[src/rtl/eclk_pkg.sv]
package eclk_pkg;
  localparam int OPC_W_DEF = 4;
  localparam int CNT_W_DEF = 8;

  // saturate a stored count so that zero behaves as one
  function automatic logic [CNT_W_DEF-1:0] eff_count(input logic [CNT_W_DEF-1:0] raw);
    return (raw == '0) ? CNT_W_DEF'(1) : raw;
  endfunction
endpackage

[src/rtl/eclk_count_table.sv]
module eclk_count_table #(
  parameter int OPC_W = 4,
  parameter int CNT_W = 8
) (
  input  logic             clk,
  input  logic             we,
  input  logic [OPC_W-1:0] wr_addr,
  input  logic [CNT_W-1:0] wr_data,
  input  logic [OPC_W-1:0] rd_addr,
  output logic [CNT_W-1:0] rd_data
);
  localparam int DEPTH = 1 << OPC_W;

  logic [CNT_W-1:0] mem [DEPTH];

  always_ff @(posedge clk) begin
    if (we) mem[wr_addr] <= wr_data;
  end

  assign rd_data = mem[rd_addr];
endmodule

[src/rtl/eclk_limit_latch.sv]
module eclk_limit_latch #(
  parameter int CNT_W = 8
) (
  input  logic             clk,
  input  logic             rst,
  input  logic             reload,
  input  logic [CNT_W-1:0] raw_count,
  output logic [CNT_W-1:0] limit_q
);
  localparam logic [CNT_W-1:0] MIN_COUNT = CNT_W'(1);

  logic [CNT_W-1:0] sat_count;

  always_comb begin
    sat_count = (raw_count == '0) ? MIN_COUNT : raw_count;
  end

  always_ff @(posedge clk) begin
    if (rst || reload) limit_q <= sat_count;
  end
endmodule

[src/rtl/eclk_phase_counter.sv]
module eclk_phase_counter #(
  parameter int CNT_W = 8
) (
  input  logic             clk,
  input  logic             rst,
  input  logic [CNT_W-1:0] limit,
  output logic [CNT_W-1:0] cnt_q,
  output logic             wrap
);
  localparam logic [CNT_W-1:0] STEP = CNT_W'(1);

  always_comb begin
    wrap = (cnt_q == (limit - STEP));
  end

  always_ff @(posedge clk) begin
    if (rst)       cnt_q <= '0;
    else if (wrap) cnt_q <= '0;
    else           cnt_q <= cnt_q + STEP;
  end
endmodule

[src/rtl/eclk_toggle_out.sv]
module eclk_toggle_out (
  input  logic clk,
  input  logic rst,
  input  logic flip,
  output logic level_q
);
  always_ff @(posedge clk) begin
    if (rst)       level_q <= 1'b0;
    else if (flip) level_q <= ~level_q;
  end
endmodule

[src/rtl/instr_elastic_clkgen.sv]
module instr_elastic_clkgen #(
  parameter int OPC_W = eclk_pkg::OPC_W_DEF,
  parameter int CNT_W = eclk_pkg::CNT_W_DEF
) (
  input  logic             clk_fast,
  input  logic             rst,
  input  logic [OPC_W-1:0] op_code,
  input  logic [OPC_W-1:0] tbl_addr,
  input  logic [CNT_W-1:0] tbl_data,
  input  logic             tbl_we,
  output logic             clk_out
);
  logic [CNT_W-1:0] table_rd;
  logic [CNT_W-1:0] lim_q;
  logic [CNT_W-1:0] cnt_q;
  logic             wrap;

  eclk_count_table #(.OPC_W(OPC_W), .CNT_W(CNT_W)) u_table (
    .clk     (clk_fast),
    .we      (tbl_we),
    .wr_addr (tbl_addr),
    .wr_data (tbl_data),
    .rd_addr (op_code),
    .rd_data (table_rd)
  );

  eclk_limit_latch #(.CNT_W(CNT_W)) u_limit (
    .clk       (clk_fast),
    .rst       (rst),
    .reload    (wrap),
    .raw_count (table_rd),
    .limit_q   (lim_q)
  );

  eclk_phase_counter #(.CNT_W(CNT_W)) u_counter (
    .clk   (clk_fast),
    .rst   (rst),
    .limit (lim_q),
    .cnt_q (cnt_q),
    .wrap  (wrap)
  );

  eclk_toggle_out u_toggle (
    .clk     (clk_fast),
    .rst     (rst),
    .flip    (wrap),
    .level_q (clk_out)
  );
endmodule

[config.mk]
export PLATFORM = sky130hd
export DESIGN_NAME = instr_elastic_clkgen
export DESIGN_NICKNAME = d
export VERILOG_FILES = /design/src/rtl/eclk_pkg.sv /design/src/rtl/eclk_count_table.sv /design/src/rtl/eclk_limit_latch.sv /design/src/rtl/eclk_phase_counter.sv /design/src/rtl/eclk_toggle_out.sv /design/src/rtl/instr_elastic_clkgen.sv
export SDC_FILE = /design/constraint.sdc
export NUM_CORES = 1
export LEC_CHECK = 0
export ABC_AREA = 1
export BUFFER_PORTS_ARGS = -buffer_cell sky130_fd_sc_hd__buf_2
export CELL_PAD_IN_SITES_DETAIL_PLACEMENT = 1
export CELL_PAD_IN_SITES_GLOBAL_PLACEMENT = 1
export CORE_UTILIZATION = 44
export CTS_CLUSTER_SIZE = 30
export DETAILED_ROUTE_END_ITERATION = 7
export HOLD_SLACK_MARGIN = 0.03
export PLACE_DENSITY = 0.87
export REMOVE_ABC_BUFFERS = 1
export SYNTH_ARGS = -nofsm -noshare
export SYNTH_HDL_FRONTEND = slang
export SYNTH_HIERARCHICAL = 1
export SYNTH_SLANG_ARGS = --single-unit
[constraint.sdc]
create_clock -name clk_fast -period 1.9 [get_ports clk_fast]
set_clock_uncertainty 0.05 [all_clocks]
set_input_delay 0.38 -clock clk_fast [delete_from_list [all_inputs] [get_ports clk_fast]]
set_output_delay 0.38 -clock clk_fast [all_outputs]
set_load 0.02 [all_outputs]
==> results of run 1 <==
==> final timing paths <==
kind,start,end,cells after the start
worst max register to register,u_limit/limit_q[4]$_SDFFCE_PN0P_,u_limit/limit_q[2]$_SDFFCE_PN0P_,8
worst min-delay path,rst,u_toggle/level_q$_SDFFE_PP0P_,4
worst min register to register,u_counter/cnt_q[0]$_SDFF_PP0_,u_counter/cnt_q[0]$_SDFF_PP0_,1
worst max-delay path,u_limit/limit_q[4]$_SDFFCE_PN0P_,u_limit/limit_q[2]$_SDFFCE_PN0P_,8
==> layout by cell type, fill, tap and decap left out <==
cell,Yosys,routed
nand2_1,207,207
edfxtp_1,136,136
inv_1,124,121
nand3_1,108,108
nor2_1,39,38
buf_4,4,24
buf_2,13,19
clkbuf_16,0,17
dfxtp_1,9,9
inv_6,0,8
xor2_1,7,7
buf_12,0,6
inv_2,2,5
inv_8,0,4
xnor2_1,4,4
nor2_2,2,3
o21ai_1,2,2
nand3b_1,2,2
clkinv_1,0,1
bufinv_16,0,1
clkinv_4,0,1
nand3_2,1,1
nand2_4,1,1
nor3_1,1,1
nor3_2,1,1
ha_1,2,1
ha_4,0,1
or2_4,0,1
==> metal layers <==
layer,global-route usage (%),wire (um)
met5,0,0
met4,11.9,672
met3,4.30,1200
met2,43.3,9450
met1,30.5,7280
==> worst min-delay path: cells and delay by family <==
kind / cells / cell delay [ps]
buffers and inverters: 2 / 140
AND/OR/NAND/NOR: 2 / 90
==> cells by family after synthesis <==
kind of cell               Yosys count  synth area share, %
AOI/OAI and AO/OA                    2                0.152
xor gates and xnor gates            11                 1.46
adders and majority gates            2                0.379
buffers and inverters              157                 10.1
DFF                                145                 64.7
and+or+nand+nor                    363                 23.3
==> sequential cells by signal, summed over array words and instances, names as in the netlist <==
signal	cells
u_table/mem	128
u_counter/cnt_q	8
u_limit/limit_q	8
u_toggle/level_q	1
==> area by class of cell <==
type	instances	area share, %
flip-flops and latches	145	55.9
repair buffers	49	5.18
well taps	184	3.02
clock inverters	15	2.07
multi-input cells	378	22.1
clock buffers	17	5.58
inverters	126	6.20
==> repair_timing <==
| item | 4_1_cts | 5_1_grt |
|---|---|---|
| pin swaps | 0 | 6 |
| resized for setup | 2 | 5 |
| hold buffers | 0 | 0 |
| endpoints found under the setup margin | 8 | 9 |
| endpoints found under the hold margin | 0 | 0 |
==> per-stage QoR <==
stage          cell area [um^2]  setup WS, ps  hold WS, ps  setup TNS, ps  utilization [%]
6_report                   7630          89.0          178              0             52.3
5_1_grt                    7630         -46.5          216           -353             52.3
4_1_cts                    7620          8.55          172              0             52.2
3_5_place_dp               7030         -78.4          425           -627             48.2
3_3_place_gp               7030          31.7          413              0             48.2
2_1_floorplan              6400          59.3          391              0                -
==> power breakdown <==
group          leakage (uW)  switching [uW]  total [uW]  internal [uW]
clock network      0.000290            1490        3360           1870
logic               0.00174             403         587            184
registers           0.00131            42.1        3620           3580
==> results.md, run 1 <==
* Diodes inserted at 0
* Final setup vio count at 0
* Mean cell area of the mapped netlist at 9.70 um^2
* Worst Tran Pin Value at 438 ps
* VDD IR max at 0.000634 V
* Avg Vias per Cell at 5.39
* Max Slew Vio Count at 0
* Total GRT Usage at 25.1%
* TritonCTS buffer count at 17
* Yosys top cell by area: edfxtp_1
* Fin nets at 738
* Total grt overflow at 0
* Cell family with most CP delay: simple AND/OR/NAND/NOR gates
* Area delta synth->final at 15.7%
* Area of the multi-input gates at 0.00168 mm^2
* Seq/Total Area, Yosys at 64.7%
* Count leader, synth: nand2_1
* Global-route wire length before repair at 28.9 mm
* Yosys cell types at 23
* Placed cell count at 882
* Routability cong. at 0.806
* Post-route ant nets at 0
* HPWL Detailed at 11.0 mm
* Worst path most repeated cell: nand2_1
* Top cell type's share of synthesized area at 61.9%
* Synth cell count leaders: nand2_1, edfxtp_1, inv_1, nand3_1, nor2_1
* Worst setup SP type: flip-flop
* Worst stage delay on the critical path at 490 ps
* CORE AREA at 0.0146 mm^2
* Antenna violations before repair at 0
* Via count at 4,929
* Non-Filler Instances at 914
* Crit path required time at 1980 ps
* Top-Level Pins at 20
* RSZ-0062 raised after global routing: true
* FP Rows at 44
* Starting density of the core at 45.2%
* 1st-iter DRT viols at 523
* Critical path endpoint category: flip-flop
* Drt pass-1 iters at 5
* CP bufs+invs at 1
* Outcome: finished, final reports clean
* Clock root cell: clkbuf_16
* Clock period minus worst slack at 1810 ps
* Clk buf depth at 2
* Drc violations at 0
* Reg clk slew, reported paths at 60 ps
* Register area at 0.00426 mm^2
* Clock Sink Count at 145
* Worst path slowest cell: edfxtp_1
* Max-Cap Viols at 0
* Syn. warnings at 6
* Highest clock rate at 552 MHz
* Die Ht at 124 um
* Tcrit/Tclk final at 95.3%
* WP data arrival at 1890 ps
* R2R Setup Slk at 90 ps
* Die area at 0.0155 mm^2
* Top cells by area, synth: edfxtp_1, nand2_1, nand3_1, inv_1, dfxtp_1
* Cell area after synthesis at 0.00660 mm^2
* Leakage at 0.00334 uW
* Crit Path Max Fanout at 8
* Layout cell share with drive strength beyond 1 at 12.7%
* Register bit count reported by yosys at 145
* Post-CTS setup repair buffer count at 0
* DRT Wirelength at 18.6 mm
* Primary FF master, synth: edfxtp_1
* Routed WL per cell at 20.4 um
* Crit path cell chain: nor2_2 -> nand2_1 -> o21ai_1 -> nand2_1 -> nor2_1 -> nand3_2 -> inv_2 -> or2_4
* Clock Latency Late Sink at 430 ps
* Synth Instances at 680
* Worst Hold Class: primary input to flip-flop
* Largest net degree at the start of global routing at 47
* Endpoints failing hold at 0
* Tot Pwr at 7560 uW
* IO Port Bufs at 19
* Slew margin rel. at 70.8%
* Synth async-reset ratio at 0%
* DIE WIDTH at 124 um
* Number of synthesized flops with an enable pin at 136
* Vias in the first global route at 5,184
* CTS tree: built
* H-tree depth at 4
* Filler cell count at 1,584
* Power Density at 991 mW/mm^2
* Setup CP Type: flip-flop to flip-flop
No activity file was read; power rests on OpenSTA's default activity.
==> inputs of run 2 (changes only) <==
CORE_MARGIN = 2   (was default)
CORE_UTILIZATION = 30   (was 44)
PLACE_DENSITY = 0.67   (was 0.87)
==> run 2 against run 1 <==
Against the previous run:
- final cell count is 12% higher
- combinational power is 5.6% higher
- routed wire length shrank 8.6%
- clock power about the same
- sequential share of layout area fell by 1.9 points
- sequential power barely moved
- critical path depth rose by 3
- cell area rose by 3.4%
- utilization shrank 16 points
- hold slack got worse by 4.7 ps
- first-iteration DRC count is 50% lower
- sequential cell count stayed put
- highest routed layer unchanged
==> results.md, run 2 (synthesized netlist as in run 1, its figures left out) <==
* Outcome: finished, final reports clean (unchanged)
* DRT Wirelength at 17.0 mm (was 18.6 mm)
* H-tree depth at 4 (unchanged)
* Register with the most flip-flops: u_table/mem (unchanged)
* CTS tree: built (unchanged)
* Tcrit/Tclk final at 96.1% (was 95.3%)
* Worst Hold Class: primary input to flip-flop (unchanged)
* CORE AREA at 0.0217 mm^2 (was 0.0146 mm^2)
* Worst stage delay on the critical path at 410 ps (was 490 ps)
* DIE WIDTH at 152 um (was 124 um)
* 1st-iter DRT viols at 263 (was 523)
* Highest clock rate at 548 MHz (was 552 MHz)
* Commonest non-fill, non-tap cell in the layout: nand2_1 (unchanged)
* TritonCTS buffer count at 17 (unchanged)
* Fin Setup TNS at 0 ps (unchanged)
* Hold_buf cts at 0 (unchanged)
* Largest net degree at the start of global routing at 41 (was 47)
* Setup CP Type: flip-flop to flip-flop (unchanged)
* Max Slew Vio Count at 0 (unchanged)
* Power Density at 963 mW/mm^2 (was 991 mW/mm^2)
* Worst path most repeated cell: nand2_1 (unchanged)
* WP data arrival at 1910 ps (was 1890 ps)
* VDD IR max at 0.000502 V (was 0.000634 V)
* Via count at 4,686 (was 4,929)
* Worst Tran Pin Value at 425 ps (was 438 ps)
* RSZ-0062 raised after global routing: true (unchanged)
* Clock period minus worst slack at 1830 ps (was 1810 ps)
* Final instance area at 0.00789 mm^2 (was 0.00763 mm^2)
* Final setup vio count at 0 (unchanged)
* Crit path required time at 1990 ps (was 1980 ps)
* Die area at 0.0232 mm^2 (was 0.0155 mm^2)
* Post-route ant nets at 0 (unchanged)
* Clock Latency Late Sink at 440 ps (was 430 ps)
* Vias in the first global route at 4,784 (was 5,184)
* Drt pass-1 iters at 5 (unchanged)
* Reg clk slew, reported paths at 70 ps (was 60 ps)
* Leakage at 0.00341 uW (was 0.00334 uW)
* Layout cell share with drive strength beyond 1 at 15.2% (was 12.7%)
* Commonest cells after routing, fill and taps aside: nand2_1, edfxtp_1, inv_1 (unchanged)
* Diodes inserted at 0 (unchanged)
* Filler cell count at 2,429 (was 1,584)
* Area delta synth->final at 19.7% (was 15.7%)
* Crit path cell chain: inv_2 -> ha_4 -> nand2_1 -> nand2_1 -> nand2_1 -> nand2_1 -> nand2_1 -> nor2_1 -> nand3_2 -> inv_2 -> or2_4 (was nor2_2 -> nand2_1 -> o21ai_1 -> nand2_1 -> nor2_1 -> nand3_2 -> inv_2 -> or2_4)
* Final Core Density at 36.4% (was 52.3%)
* Die Ht at 152 um (was 124 um)
* Total grt overflow at 0 (unchanged)
* Top-Level Pins at 20 (unchanged)
* Avg Vias per Cell at 4.59 (was 5.39)
* Starting density of the core at 30.4% (was 45.2%)
* Max-Cap Viols at 0 (unchanged)
* Antenna violations before repair at 0 (unchanged)
* Endpoints failing hold at 0 (unchanged)
* Critical path endpoint category: flip-flop (unchanged)
* FP Rows at 54 (was 44)
* Routed WL per cell at 16.6 um (was 20.4 um)
* IO Port Bufs at 19 (unchanged)
* Slew margin rel. at 71.7% (was 70.8%)
* Drc violations at 0 (unchanged)
* Routability cong. at 0.762 (was 0.806)
* Global-route wire length before repair at 27.1 mm (was 28.9 mm)
* Fin nets at 750 (was 738)
* Clk buf depth at 2 (unchanged)
* Worst setup SP type: flip-flop (unchanged)
* HPWL Detailed at 11.0 mm (about the same)
* DP Area at 0.00722 mm^2 (was 0.00703 mm^2)
* Crit Path Max Fanout at 8 (unchanged)
* Clock Sink Count at 145 (unchanged)
* Max FFs per register at 128 (unchanged)
* Largest regs: u_table/mem (128), u_counter/cnt_q (8), u_limit/limit_q (8) (unchanged)
* Worst path slowest cell: edfxtp_1 (unchanged)
* Clock root cell: clkbuf_16 (unchanged)
* Total GRT Usage at 15.3% (was 25.1%)
## run 2: changes by cell type in the layout (fill, tap and decap cells not counted), sizes merged
cell,before,now
bufinv,1,0
inv,138,133
buf,49,61
clkinvlp,0,1
clkinv,2,7
## run 2: area by class of cell
| class | instances | area (um^2) | area share, % |
|---|---|---|---|
| sequential | 145 | 4260 | 54.0 |
| timing repair buffer | 61 | 498 | 6.31 |
| clock inverter | 15 | 183 | 2.31 |
| inverter | 126 | 473 | 5.99 |
| clock buffer | 17 | 425 | 5.39 |
| multi-input combinational | 378 | 1700 | 21.5 |
| tap | 280 | 350 | 4.44 |
## run 2: path summary, 6_finish.rpt
path / from / endpoint / slack, ps / cells after the start
max: u_limit/limit_q[0]$_SDFFCE_PN1P_ / u_limit/limit_q[6]$_SDFFCE_PN0P_ / 70 / 11
min reg2reg: u_counter/cnt_q[0]$_SDFF_PP0_ / u_counter/cnt_q[0]$_SDFF_PP0_ / 450 / 1
max reg2reg: u_limit/limit_q[0]$_SDFFCE_PN1P_ / u_limit/limit_q[6]$_SDFFCE_PN0P_ / 70 / 11
min: rst / u_toggle/level_q$_SDFFE_PP0P_ / 170 / 4
## run 2: per-stage QoR
stage | hold slack [ps] | instances | worst slack [ps] | power (uW)
floorplan | 391 | 649 | 59.3 | 3950
global route | 169 | 1022 | -78.2 | 7860
detailed placement | 439 | 986 | -72.3 | 4270
global placement | 423 | 986 | -3.10 | 4250
CTS | 164 | 1019 | 38.0 | 7650
finish | 173 | 1022 | 74.4 | 7600
## run 2: routing by layer
| layer | track usage [%] | share of wire, % |
|---|---|---|
| met2 | 25.5 | 50 |
| met3 | 3.61 | 4.4 |
| met1 | 19.7 | 45 |
| met5 | 0 | 0 |
| met4 | 4.58 | 1.3 |
## run 2: worst max-delay path: cells and delay by family (launching register included)
kind	cells	cell delay, ps
adders and majority gates	1	160
buffers and inverters	2	170
DFF	1	410
and+or+nand+nor	8	750
## run 2: power by group
group	switching (uW)	total, uW	internal [uW]	leakage (uW)
Sequential	38.8	3610	3570	0.00131
Combinational	399	620	221	0.00181
Clock	1590	3370	1780	0.000291
Total	2030	7600	5580	0.00341
## run 2: repair_timing
action,CTS,global route
hold endpoints to repair,0,0
pin swaps,2,4
buffers inserted,1,4
gates resized for setup,5,9
setup endpoints to repair,8,9
==> inputs of run 3 (changes only) <==
ABC_AREA = 0   (was 1)
PLACE_DENSITY = 0.63   (was 0.67)
==> run 3 against run 2 <==
Against the previous run:
- first-iteration DRC count decreased by 29%
- combinational power decreased by 10%
- final cell count decreased by 34%
- highest routed layer unchanged
- maximum frequency decreased by 14%
- sequential share of layout area increased by 3.3 points
- sequential cell count unchanged
- die area decreased by 9.3%
- clock-buffer cell count unchanged
- non-clock buffer count increased by 16
- global-route usage decreased by 2.4 points
- worst setup slack got worse by 300 ps
- critical path type unchanged
- the run now ends with negative setup slack left
- sequential power about the same
==> results.md, run 3 <==
* Highest clock rate at 470 MHz (was 548 MHz)
* Yosys top cell by area: edfxtp_1 (unchanged)
* Synth Instances at 317 (was 680)
* DRT Wirelength at 12.8 mm (was 17.0 mm)
* Worst hold slack at 202 ps (was 173 ps)
* Worst setup margin at -228 ps (was 74.4 ps)
* Filler cell count at 1,942 (was 2,429)
* Synth async-reset ratio at 0% (unchanged)
* Clock Latency Late Sink at 420 ps (was 440 ps)
* Placed cell count at 633 (was 986)
* Drt pass-1 iters at 6 (was 5)
* VDD IR max at 0.000832 V (was 0.000502 V)
* Cell family with most CP delay: simple AND/OR/NAND/NOR gates (unchanged)
* RSZ-0062 raised after global routing: true (unchanged)
* Primary FF master, synth: edfxtp_1 (unchanged)
* Top-Level Pins at 20 (unchanged)
* Register bit count reported by yosys at 145 (unchanged)
* Number of synthesized flops with an enable pin at 136 (unchanged)
* Endpoints failing hold at 0 (unchanged)
* Yosys cell types at 40 (was 23)
* Clk buf depth at 2 (unchanged)
* Power Density at 1020 mW/mm^2 (was 963 mW/mm^2)
* Total grt overflow at 0 (unchanged)
* Worst Tran Pin Value at 748 ps (was 425 ps)
* Tcrit/Tclk final at 112% (was 96.1%)
* Max-Cap Viols at 0 (unchanged)
* Fin nets at 414 (was 750)
* Cell area after synthesis at 0.00596 mm^2 (was 0.00660 mm^2)
* Worst stage delay on the critical path at 520 ps (was 410 ps)
* Count leader, synth: edfxtp_1 (was nand2_1)
* Non-Filler Instances at 670 (was 1,022)
* Area of the multi-input gates at 0.00164 mm^2 (was 0.00170 mm^2)
* Mean cell area of the mapped netlist at 18.8 um^2 (was 9.70 um^2)
* Die Ht at 145 um (was 152 um)
* Hold Crit Depth at 2 (was 4)
* Clock period minus worst slack at 2130 ps (was 1830 ps)
* Setup CP Type: flip-flop to flip-flop (unchanged)
* Diodes inserted at 0 (unchanged)
* Crit path required time at 1970 ps (was 1990 ps)
* HPWL Detailed at 8.64 mm (was 11.0 mm)
* FP Rows at 51 (was 54)
* Worst Hold Class: primary input to flip-flop (unchanged)
* Post-route ant nets at 0 (unchanged)
* Final Core Density at 38.2% (was 36.4%)
* Antenna violations before repair at 0 (unchanged)
* Syn. warnings at 6 (unchanged)
* Die area at 0.0210 mm^2 (was 0.0232 mm^2)
* Max FFs per register at 128 (unchanged)
* Outcome: complete, but fails checks (was finished, final reports clean)
* Area delta synth->final at 24.8% (was 19.7%)
* Worst setup path end: u_limit/limit_q[4]$_SDFFCE_PN0P_ (was u_limit/limit_q[6]$_SDFFCE_PN0P_)
* CP startpoint: u_limit/limit_q[2]$_SDFFCE_PN0P_ (was u_limit/limit_q[0]$_SDFFCE_PN1P_)
* Top cell type's share of synthesized area at 68.5% (was 61.9%)
* Crit path cell chain: buf_4 -> nor4_4 -> xnor2_2 -> a2111oi_4 -> and2_4 -> or2_4 (was inv_2 -> ha_4 -> nand2_1 -> nand2_1 -> nand2_1 -> nand2_1 -> nand2_1 -> nor2_1 -> nand3_2 -> inv_2 -> or2_4)
* Final setup vio count at 9 (was 0)
* Synth cell count leaders: edfxtp_1, mux4_2, a22oi_1, nor2_1 (was nand2_1, edfxtp_1, inv_1, nand3_1, nor2_1)
* DP Area at 0.00671 mm^2 (was 0.00722 mm^2)
* CORE AREA at 0.0195 mm^2 (was 0.0217 mm^2)
* Largest net degree at the start of global routing at 18 (was 41)
* Slew margin rel. at 50.1% (was 71.7%)
* Crit Path Max Fanout at 8 (unchanged)
* Reg clk slew, reported paths at 60 ps (was 70 ps)
* Commonest cells after routing, fill and taps aside: edfxtp_1, buf_4, buf_2 (was nand2_1, edfxtp_1, inv_1)
* Commonest non-fill, non-tap cell in the layout: edfxtp_1 (was nand2_1)
* Largest regs: u_table/mem (128), u_counter/cnt_q (8), u_limit/limit_q (8) (unchanged)
* Layout cell share with drive strength beyond 1 at 35.3% (was 15.2%)
* Routability cong. at 0.734 (was 0.762)
* Top cells by area, synth: edfxtp_1, mux4_2, mux4_1, dfxtp_1, a22oi_1 (was edfxtp_1, nand2_1, nand3_1, inv_1, dfxtp_1)
* Worst setup SP type: flip-flop (unchanged)
* 1st-iter DRT viols at 188 (was 263)
* Register with the most flip-flops: u_table/mem (unchanged)
* Critical path endpoint category: flip-flop (unchanged)
* Routed WL per cell at 19.0 um (was 16.6 um)
* Critical path depth at 6 (was 11)
* CP bufs+invs at 1 (was 2)
* Vias in the first global route at 3,514 (was 4,784)
* H-tree depth at 4 (unchanged)
* Register area at 0.00426 mm^2 (unchanged)
* Seq/Total Area, Yosys at 71.5% (was 64.7%)
* Worst R2R Start: u_limit/limit_q[2]$_SDFFCE_PN0P_ (was u_limit/limit_q[0]$_SDFFCE_PN1P_)
* IO Port Bufs at 19 (unchanged)
* R2R Setup Slk at -230 ps (was 70 ps)
* R2R depth at 6 (was 11)
* WP data arrival at 2200 ps (was 1910 ps)
* Via count at 3,179 (was 4,686)
* Total GRT Usage at 12.9% (was 15.3%)
* Failing checks: negative setup slack
* Worst path slowest cell: edfxtp_1 (unchanged)
* CTS tree: built (unchanged)
* Reg2reg end: u_limit/limit_q[4]$_SDFFCE_PN0P_ (was u_limit/limit_q[6]$_SDFFCE_PN0P_)
* Avg Vias per Cell at 4.74 (was 4.59)
* Leakage at 0.00254 uW (was 0.00341 uW)
* Clock Sink Count at 145 (unchanged)
* Global-route wire length before repair at 20.1 mm (was 27.1 mm)
* Clock root cell: clkbuf_16 (unchanged)
* Final instance area at 0.00744 mm^2 (was 0.00789 mm^2)
* Starting density of the core at 30.6% (was 30.4%)
* TritonCTS buffer count at 17 (unchanged)
* Drc violations at 0 (unchanged)
* DIE WIDTH at 145 um (was 152 um)
* Max Slew Vio Count at 0 (unchanged)
[run 3: changes by cell type after synthesis, moves of 16 or more]
cell and delta:
a22oi_1 +16, inv_1 -122, mux4_2 +18, nand2_1 -193, nand3_1 -103, nor2_1 -23
[run 3: worst min path at each step]
stage / endpoint / start / slack (ps)
CTS: u_toggle/level_q$_SDFFE_PP0P_ / rst / 190
detailed placement: u_toggle/level_q$_SDFFE_PP0P_ / u_toggle/level_q$_SDFFE_PP0P_ / 480
global placement: u_toggle/level_q$_SDFFE_PP0P_ / u_toggle/level_q$_SDFFE_PP0P_ / 450
floorplan: u_toggle/level_q$_SDFFE_PP0P_ / rst / 400
global route: u_toggle/level_q$_SDFFE_PP0P_ / rst / 200
finish: u_toggle/level_q$_SDFFE_PP0P_ / rst / 200
[run 3: power breakdown]
part	leakage [uW]	switching [uW]	total, uW	internal [uW]
combinational	0.000934	289	556	266
clock	0.000292	1320	3400	2080
sequential	0.00131	36.3	3610	3580
[run 3: cell type report]
class                           instances  area share (%)
Clock inverter                         14            2.40
Inverter                                2           0.101
Clock buffer                           17            5.72
Timing Repair Buffer                   77            8.00
Sequential cell                       145            57.3
Tap cell                              265            4.45
Multi-Input combinational cell        150            22.0
[run 3: cells by family after synthesis]
family / share of synthesized area [%]
multiplexers: 13.0
AND/OR/NAND/NOR: 5.98
XOR/XNOR: 2.50
buffers and inverters: 2.22
AO/OA/AOI/OAI: 4.41
flip-flops: 71.5
adder cells (fa/ha/maj): 0.420
[run 3: per-layer routing]
layer / vias up / part of all wire, % / GRT usage [%]
met4: 0 / 2.6 / 5.69
met2: 67 / 51 / 21.3
met1: 1653 / 43 / 15.7
met3: 22 / 3.1 / 3.68
li1: 1437 / - / -
met5: - / 0 / 0
[run 3: timing repair]
action | in CTS | in global routing
hold buffers | 0 | 0
pin swaps | 4 | 3
endpoints found under the setup margin | 18 | 18
gates resized for setup | 13 | 6
buffers inserted | 6 | 1
[run 3: metrics by stage]
stage          setup slack (ps)  power, uW  setup TNS, ps
2_1_floorplan              -437       3920          -3880
3_3_place_gp               -471       4170          -4300
3_5_place_dp               -485       4200          -5520
4_1_cts                    -193       7640          -1660
5_1_grt                    -350       7850          -3900
6_report                   -228       7570          -1990
